<file path="config.mk">
export PLATFORM = sky130hd
export DESIGN_NAME = bank_aperture
export DESIGN_NICKNAME = d
export VERILOG_FILES = /design/src/rtl/bank_aperture_pkg.sv /design/src/rtl/bank_seg_reg.sv /design/src/rtl/bank_addr_map.sv /design/src/rtl/bank_route.sv /design/src/rtl/bank_aperture.sv
export SDC_FILE = /design/constraint.sdc
export NUM_CORES = 1
export LEC_CHECK = 0
export BUFFER_PORTS_ARGS = -buffer_cell sky130_fd_sc_hd__buf_4
export CAP_MARGIN = 40
export CORE_ASPECT_RATIO = 0.75
export CORE_UTILIZATION = 31
export CTS_CLUSTER_SIZE = 24
export DETAILED_ROUTE_END_ITERATION = 6
export GPL_TIMING_DRIVEN = 0
export PLACE_DENSITY = 0.82
export SYNTH_ARGS = -nofsm -noshare
export SYNTH_HDL_FRONTEND = slang
export SYNTH_SLANG_ARGS = --single-unit
</file>
<file path="constraint.sdc">
create_clock -name clk -period 1.2 [get_ports clk]
set_input_delay 0.12 -clock clk [delete_from_list [all_inputs] [get_ports clk]]
set_output_delay 0.12 -clock clk [all_outputs]
set_load 0.1 [all_outputs]
</file>
<file path="src/rtl/bank_aperture_pkg.sv">
package bank_aperture_pkg;

   // Bit positions of the packed-pixel enables on mode_en.
   typedef enum int unsigned {
      PX8_BIT  = 0,
      PX15_BIT = 1,
      PX16_BIT = 2,
      PX24_BIT = 3
   } px_bit_e;

   localparam int unsigned PX_MODE_COUNT = 4;

   // Which way a host access travels through the window.
   typedef enum logic [1:0] {
      ACC_NONE  = 2'b00,
      ACC_READ  = 2'b01,
      ACC_WRITE = 2'b10
   } acc_kind_e;

   function automatic acc_kind_e classify_access(input logic wr, input logic rd);
      if (wr)      return ACC_WRITE;
      else if (rd) return ACC_READ;
      else         return ACC_NONE;
   endfunction

endpackage

</file>
<file path="src/rtl/bank_seg_reg.sv">
module bank_seg_reg #(
   parameter int unsigned BANK_W    = 4,
   parameter int unsigned DATA_W    = 8,
   parameter int unsigned IO_ADDR_W = 4,
   parameter logic [IO_ADDR_W-1:0] SEG_OFFSET = 'hD
) (
   input  logic                 clk,
   input  logic                 rst_n,
   input  logic [IO_ADDR_W-1:0] io_addr,
   input  logic                 io_wr,
   input  logic                 io_rd,
   input  logic [DATA_W-1:0]    io_wdata,
   output logic [DATA_W-1:0]    io_rdata,
   output logic [BANK_W-1:0]    wr_bank,
   output logic [BANK_W-1:0]    rd_bank
);

   localparam int unsigned PACK_W = 2 * BANK_W;

   logic hit;
   logic [PACK_W-1:0] packed_q;

   assign hit = (io_addr == SEG_OFFSET);

   always_ff @(posedge clk) begin
      if (!rst_n) begin
         wr_bank <= '0;
         rd_bank <= '0;
      end else if (io_wr && hit) begin
         wr_bank <= io_wdata[BANK_W-1:0];
         rd_bank <= io_wdata[PACK_W-1:BANK_W];
      end
   end

   assign packed_q = {rd_bank, wr_bank};

   generate
      if (DATA_W > PACK_W) begin : g_pad
         always_comb begin
            io_rdata = '0;
            if (io_rd && hit)
               io_rdata = {{(DATA_W-PACK_W){1'b0}}, packed_q};
         end
      end else begin : g_exact
         always_comb begin
            io_rdata = '0;
            if (io_rd && hit)
               io_rdata = packed_q;
         end
      end
   endgenerate

endmodule

</file>
<file path="src/rtl/bank_addr_map.sv">
module bank_addr_map #(
   parameter int unsigned OFF_W  = 16,
   parameter int unsigned BANK_W = 4
) (
   input  logic [BANK_W-1:0]       wr_bank,
   input  logic [BANK_W-1:0]       rd_bank,
   input  logic                    use_write,
   input  logic [OFF_W-1:0]        offset,
   output logic [OFF_W+BANK_W-1:0] addr
);

   localparam int unsigned VA_W = OFF_W + BANK_W;

   logic [BANK_W-1:0] sel_bank;

   // Bank times the window size plus the offset: the window size is a
   // power of two, so the product-and-sum is a plain concatenation.
   assign sel_bank = use_write ? wr_bank : rd_bank;

   always_comb begin
      addr = '0;
      addr[VA_W-1:OFF_W] = sel_bank;
      addr[OFF_W-1:0]    = offset;
   end

endmodule

</file>
<file path="src/rtl/bank_route.sv">
module bank_route
   import bank_aperture_pkg::*;
#(
   parameter int unsigned NUM_MODES = 4,
   parameter int unsigned OFF_W     = 16,
   parameter int unsigned DATA_W    = 8
) (
   input  logic                 clk,
   input  logic                 rst_n,
   input  logic [NUM_MODES-1:0] mode_en,
   input  logic                 host_wr,
   input  logic                 host_rd,
   input  logic [OFF_W-1:0]     host_off,
   input  logic [DATA_W-1:0]    host_wdata,
   output logic [DATA_W-1:0]    host_rdata,
   output logic                 host_rvalid,
   output logic                 use_write,
   output logic                 vram_wr,
   output logic                 vram_rd,
   output logic [DATA_W-1:0]    vram_wdata,
   input  logic [DATA_W-1:0]    vram_rdata,
   output logic [OFF_W-1:0]     planar_off,
   output logic                 planar_wr,
   output logic                 planar_rd,
   output logic [DATA_W-1:0]    planar_wdata,
   input  logic [DATA_W-1:0]    planar_rdata,
   input  logic                 planar_rvalid
);

   logic [NUM_MODES-1:0] any_chain;
   logic banked;
   logic rd_pend_q;
   acc_kind_e kind;

   // OR-reduce the enables as a ripple so any count of modes is accepted.
   generate
      genvar gi;
      for (gi = 0; gi < NUM_MODES; gi++) begin : g_any
         if (gi == 0) begin : g_first
            assign any_chain[gi] = mode_en[gi];
         end else begin : g_next
            assign any_chain[gi] = any_chain[gi-1] | mode_en[gi];
         end
      end
   endgenerate

   assign banked = any_chain[NUM_MODES-1];
   assign kind   = classify_access(host_wr, host_rd);

   assign use_write  = (kind == ACC_WRITE);
   assign vram_wr    = banked && (kind == ACC_WRITE);
   assign vram_rd    = banked && (kind == ACC_READ);
   assign vram_wdata = host_wdata;

   assign planar_wr    = !banked && (kind == ACC_WRITE);
   assign planar_rd    = !banked && (kind == ACC_READ);
   assign planar_off   = host_off;
   assign planar_wdata = host_wdata;

   always_ff @(posedge clk) begin
      if (!rst_n) rd_pend_q <= 1'b0;
      else        rd_pend_q <= vram_rd;
   end

   assign host_rvalid = rd_pend_q | planar_rvalid;
   assign host_rdata  = rd_pend_q ? vram_rdata :
                        (planar_rvalid ? planar_rdata : '0);

endmodule

</file>
<file path="src/rtl/bank_aperture.sv">
module bank_aperture
   import bank_aperture_pkg::*;
#(
   parameter int unsigned OFF_W     = 16,
   parameter int unsigned BANK_W    = 4,
   parameter int unsigned DATA_W    = 8,
   parameter int unsigned IO_ADDR_W = 4,
   parameter int unsigned NUM_MODES = PX_MODE_COUNT,
   parameter logic [IO_ADDR_W-1:0] SEG_OFFSET = 'hD
) (
   input  logic                      clk,
   input  logic                      rst_n,
   input  logic [IO_ADDR_W-1:0]      io_addr,
   input  logic                      io_wr,
   input  logic                      io_rd,
   input  logic [DATA_W-1:0]         io_wdata,
   output logic [DATA_W-1:0]         io_rdata,
   input  logic [NUM_MODES-1:0]      mode_en,
   input  logic [OFF_W-1:0]          host_off,
   input  logic                      host_wr,
   input  logic                      host_rd,
   input  logic [DATA_W-1:0]         host_wdata,
   output logic [DATA_W-1:0]         host_rdata,
   output logic                      host_rvalid,
   output logic [OFF_W+BANK_W-1:0]   vram_addr,
   output logic                      vram_wr,
   output logic                      vram_rd,
   output logic [DATA_W-1:0]         vram_wdata,
   input  logic [DATA_W-1:0]         vram_rdata,
   output logic [OFF_W-1:0]          planar_off,
   output logic                      planar_wr,
   output logic                      planar_rd,
   output logic [DATA_W-1:0]         planar_wdata,
   input  logic [DATA_W-1:0]         planar_rdata,
   input  logic                      planar_rvalid
);

   localparam int unsigned VA_W = OFF_W + BANK_W;

   generate
      if (2 * BANK_W > DATA_W) begin : g_bad_pack
         $error("bank_aperture: two bank numbers must fit in one data byte");
      end
      if (OFF_W < 1 || BANK_W < 1) begin : g_bad_width
         $error("bank_aperture: offset and bank widths must be non-zero");
      end
      if (NUM_MODES < 1) begin : g_bad_modes
         $error("bank_aperture: at least one packed-pixel enable is needed");
      end
      if (VA_W > 32) begin : g_bad_va
         $error("bank_aperture: video address wider than 32 bits");
      end
   endgenerate

   logic [BANK_W-1:0] wr_bank;
   logic [BANK_W-1:0] rd_bank;
   logic              use_write;

   bank_seg_reg #(
      .BANK_W    (BANK_W),
      .DATA_W    (DATA_W),
      .IO_ADDR_W (IO_ADDR_W),
      .SEG_OFFSET(SEG_OFFSET)
   ) u_seg (
      .clk     (clk),
      .rst_n   (rst_n),
      .io_addr (io_addr),
      .io_wr   (io_wr),
      .io_rd   (io_rd),
      .io_wdata(io_wdata),
      .io_rdata(io_rdata),
      .wr_bank (wr_bank),
      .rd_bank (rd_bank)
   );

   bank_addr_map #(
      .OFF_W (OFF_W),
      .BANK_W(BANK_W)
   ) u_map (
      .wr_bank  (wr_bank),
      .rd_bank  (rd_bank),
      .use_write(use_write),
      .offset   (host_off),
      .addr     (vram_addr)
   );

   bank_route #(
      .NUM_MODES(NUM_MODES),
      .OFF_W    (OFF_W),
      .DATA_W   (DATA_W)
   ) u_route (
      .clk          (clk),
      .rst_n        (rst_n),
      .mode_en      (mode_en),
      .host_wr      (host_wr),
      .host_rd      (host_rd),
      .host_off     (host_off),
      .host_wdata   (host_wdata),
      .host_rdata   (host_rdata),
      .host_rvalid  (host_rvalid),
      .use_write    (use_write),
      .vram_wr      (vram_wr),
      .vram_rd      (vram_rd),
      .vram_wdata   (vram_wdata),
      .vram_rdata   (vram_rdata),
      .planar_off   (planar_off),
      .planar_wr    (planar_wr),
      .planar_rd    (planar_rd),
      .planar_wdata (planar_wdata),
      .planar_rdata (planar_rdata),
      .planar_rvalid(planar_rvalid)
   );

endmodule

</file>
==> results.yml <==
status:
  status: "finished, violations left"
  violations: "setup timing"
placement:
  dp_hpwl_mm: 2.78
  port_buffers: 109
  routabilityCongestion: 0.672
  place_inst: 267
min_path:
  hold_path.class: "primary input to register"
  worstHoldStart: "io_wdata[0]"
global_route:
  groute.layer.met1.usage_pct: 23.6
  antenna_found_initial: 0
  grt_max_degree: 11
  grt_pass1_vias: 1091
  grt_usage_pct: 20.4
  grt.busiest_layer: "met2"
  use_met2_pct: 36.2
  overflow: 0
  grt_pass1_wl_mm: 5.08
  use_met3_pct: 4.32
clocking:
  ctsHtreeMaxLevel: 1
  cts_tree: "done"
  postCtsHoldBufs: 0
  cts.clk_slew.worst_paths_ns: 0.05
  clk_path_buf_depth: 2
  clock_sinks: 9
  clock-root-buffer: "clkbuf_8"
  clk-insertion-delay-late_ns: 0.23
  cts_inserted_buffers: 3
cells_and_area:
  syn2layout_area_growth_pct: 130
  num_antenna_cells: 0
  utilization_pct: 75.9
  drive_above_1_share_pct: 84.3
  num-nets-final: 300
  final_cells: 274
detailed_routing:
  finalWirelength_mm: 3.75
  drt_first_pass_iters: 4
  drc: 0
  ant_nets: 0
  vias: 1203
  routedWlPerCell_um: 13.7
  first_iter_violations: 23
  viasPerCell: 4.39
worst_setup_path:
  endpoint_kind: "output pin"
  crit_type: "register to output pin"
  cp_max_fo: 7
  timing.rr.start: "u_seg.wr_bank[1]"
  crit_start: "u_route.rd_pend_q"
  start_kind: "register"
  arrival_ns: 1.18
  worstPathRequired_ns: 1.08
logic_synthesis:
  synth_area_leaders: "buf_4, dfxtp_1, mux2i_1, nand2_1, a22o_1"
  ys_seq_area_share_pct: 18.5
  yosys-top-cells-count: "buf_4, nand2_1, dfxtp_1"
  synthFlopType: "dfxtp_1"
  ys_ff_latch: 9
  yosysTopAreaCellShare_pct: 37.0
  postSynthCellCount: 120
  async_reset_ff_share_pct: 0
  yosysMostFrequentCell: "buf_4"
  synth.largest_area_cell: "buf_4"
  ys_warn_count: 0
  syn_area_um2: 975
  yosysUniqueCellTypes: 19
  syn-num-nets: 183
  synth_edf_count: 0
  postSynthAreaPerCell_um2: 8.12
sta:
  rsz0062_at_grt: "true"
  hold_ws_ns: 0.145
  fin_crit_sh_pct: 108
  slew_violations: 0
  fin_worst_skew_ns: 0
  hold_viol_final: 0
  fmax_ghz: 0.769
  setup_viol: 8
  tightest_slew_ns: 0.445
  min_period_ns: 1.30
  finalWorstSetupSlack_ns: -0.100
  relSlewSlack_pct: 70.4
die:
  start_util_pct: 33.0
  core-area_um2: 2960
  die_w_um: 66.7
  rows: 17
  die_area_um2: 3370
  io_pins: 136
  die_y_um: 50.6
power_and_ir_drop:
  peakVddDrop_uv: 600
  p_leak_nw: 1.20
  p_per_area_nw_per_um2: 944
run:
  maxCapViolCount: 0
where the power goes:
| group | switching [W] | internal (W) |
|---|---|---|
| clock network | 0.000122 | 0.000232 |
| logic | 0.00100 | 0.000453 |
| registers | 0.00000532 | 0.000304 |
routing by layer:
layer  part of all wire (%)  routed length [um]
met4                    1.7                  62
met2                     55                2070
met3                    5.9                 222
met1                     37                1400
met5                      0                   0
cells in the final DEF (no fill, tap or decap), types with 2 or more instances in the layout:
master and instances:
mux2_2 4, buf_8 2, clkbuf_8 4, and2_4 2, buf_6 14, mux2i_1 8, buf_12 9, and3_2 8
nand2_1 17, a22o_4 7, buf_4 138, dfxtp_1 8, clkbuf_1 2
stage by stage:
step | power [W] | cell area (um^2) | worst slack (ns) | setup TNS (ns)
after floorplan | 0.00139 | 1100 | -0.186 | -0.203
after global placement | 0.00167 | 1970 | -0.157 | -1.23
after detailed placement | 0.00167 | 1970 | -0.164 | -1.33
after CTS | 0.00212 | 2180 | -0.110 | -0.849
after global routing | 0.00218 | 2240 | -0.121 | -0.945
final | 0.00212 | 2240 | -0.100 | -0.761
state kept, by name, indices dropped and copies added, names as in the netlist:
register,count
u_seg.rd_bank,4
u_seg.wr_bank,4
u_route.rd_pend_q,1
final cells by class:
type	instances	area [um^2]
tap	38	47.5
fill	225	712
sequential	9	184
clock buffer	4	45.0
timing repair buffer	112	1010
multi-input combinational	56	517
buffer	55	445
kinds of logic after synthesis:
family | share of synthesized area [%]
buffers and inverters | 41.3
AND/OR/NAND/NOR | 20.5
multiplexers | 12.8
flip-flops | 18.5
AO/OA/AOI/OAI | 6.80
repair_timing:
item	in CTS	in global routing
buffers inserted	2	0
gates cloned	1	0
endpoints found under the setup margin	11	21
resized for setup	35	20
hold endpoints to repair	0	0
pin swaps	2	0
worst paths after layout:
check,slack (ns),cells after the start,end
worst max-delay path,-0.10,4,host_rdata[2]
worst min-delay path,0.14,3,u_seg.wr_bank[0]
worst max register to register,0.55,2,u_seg.wr_bank[1]
worst min register to register,0.47,2,u_seg.wr_bank[0]
worst max-delay path, cell delays in order, from the launching register on:
cell and delay [ns]:
dfxtp_4 0.37, nor2b_4 0.05, buf_8 0.13, a22o_4 0.22, buf_12 0.16
Note: power is estimated with default switching activity, not from simulation.
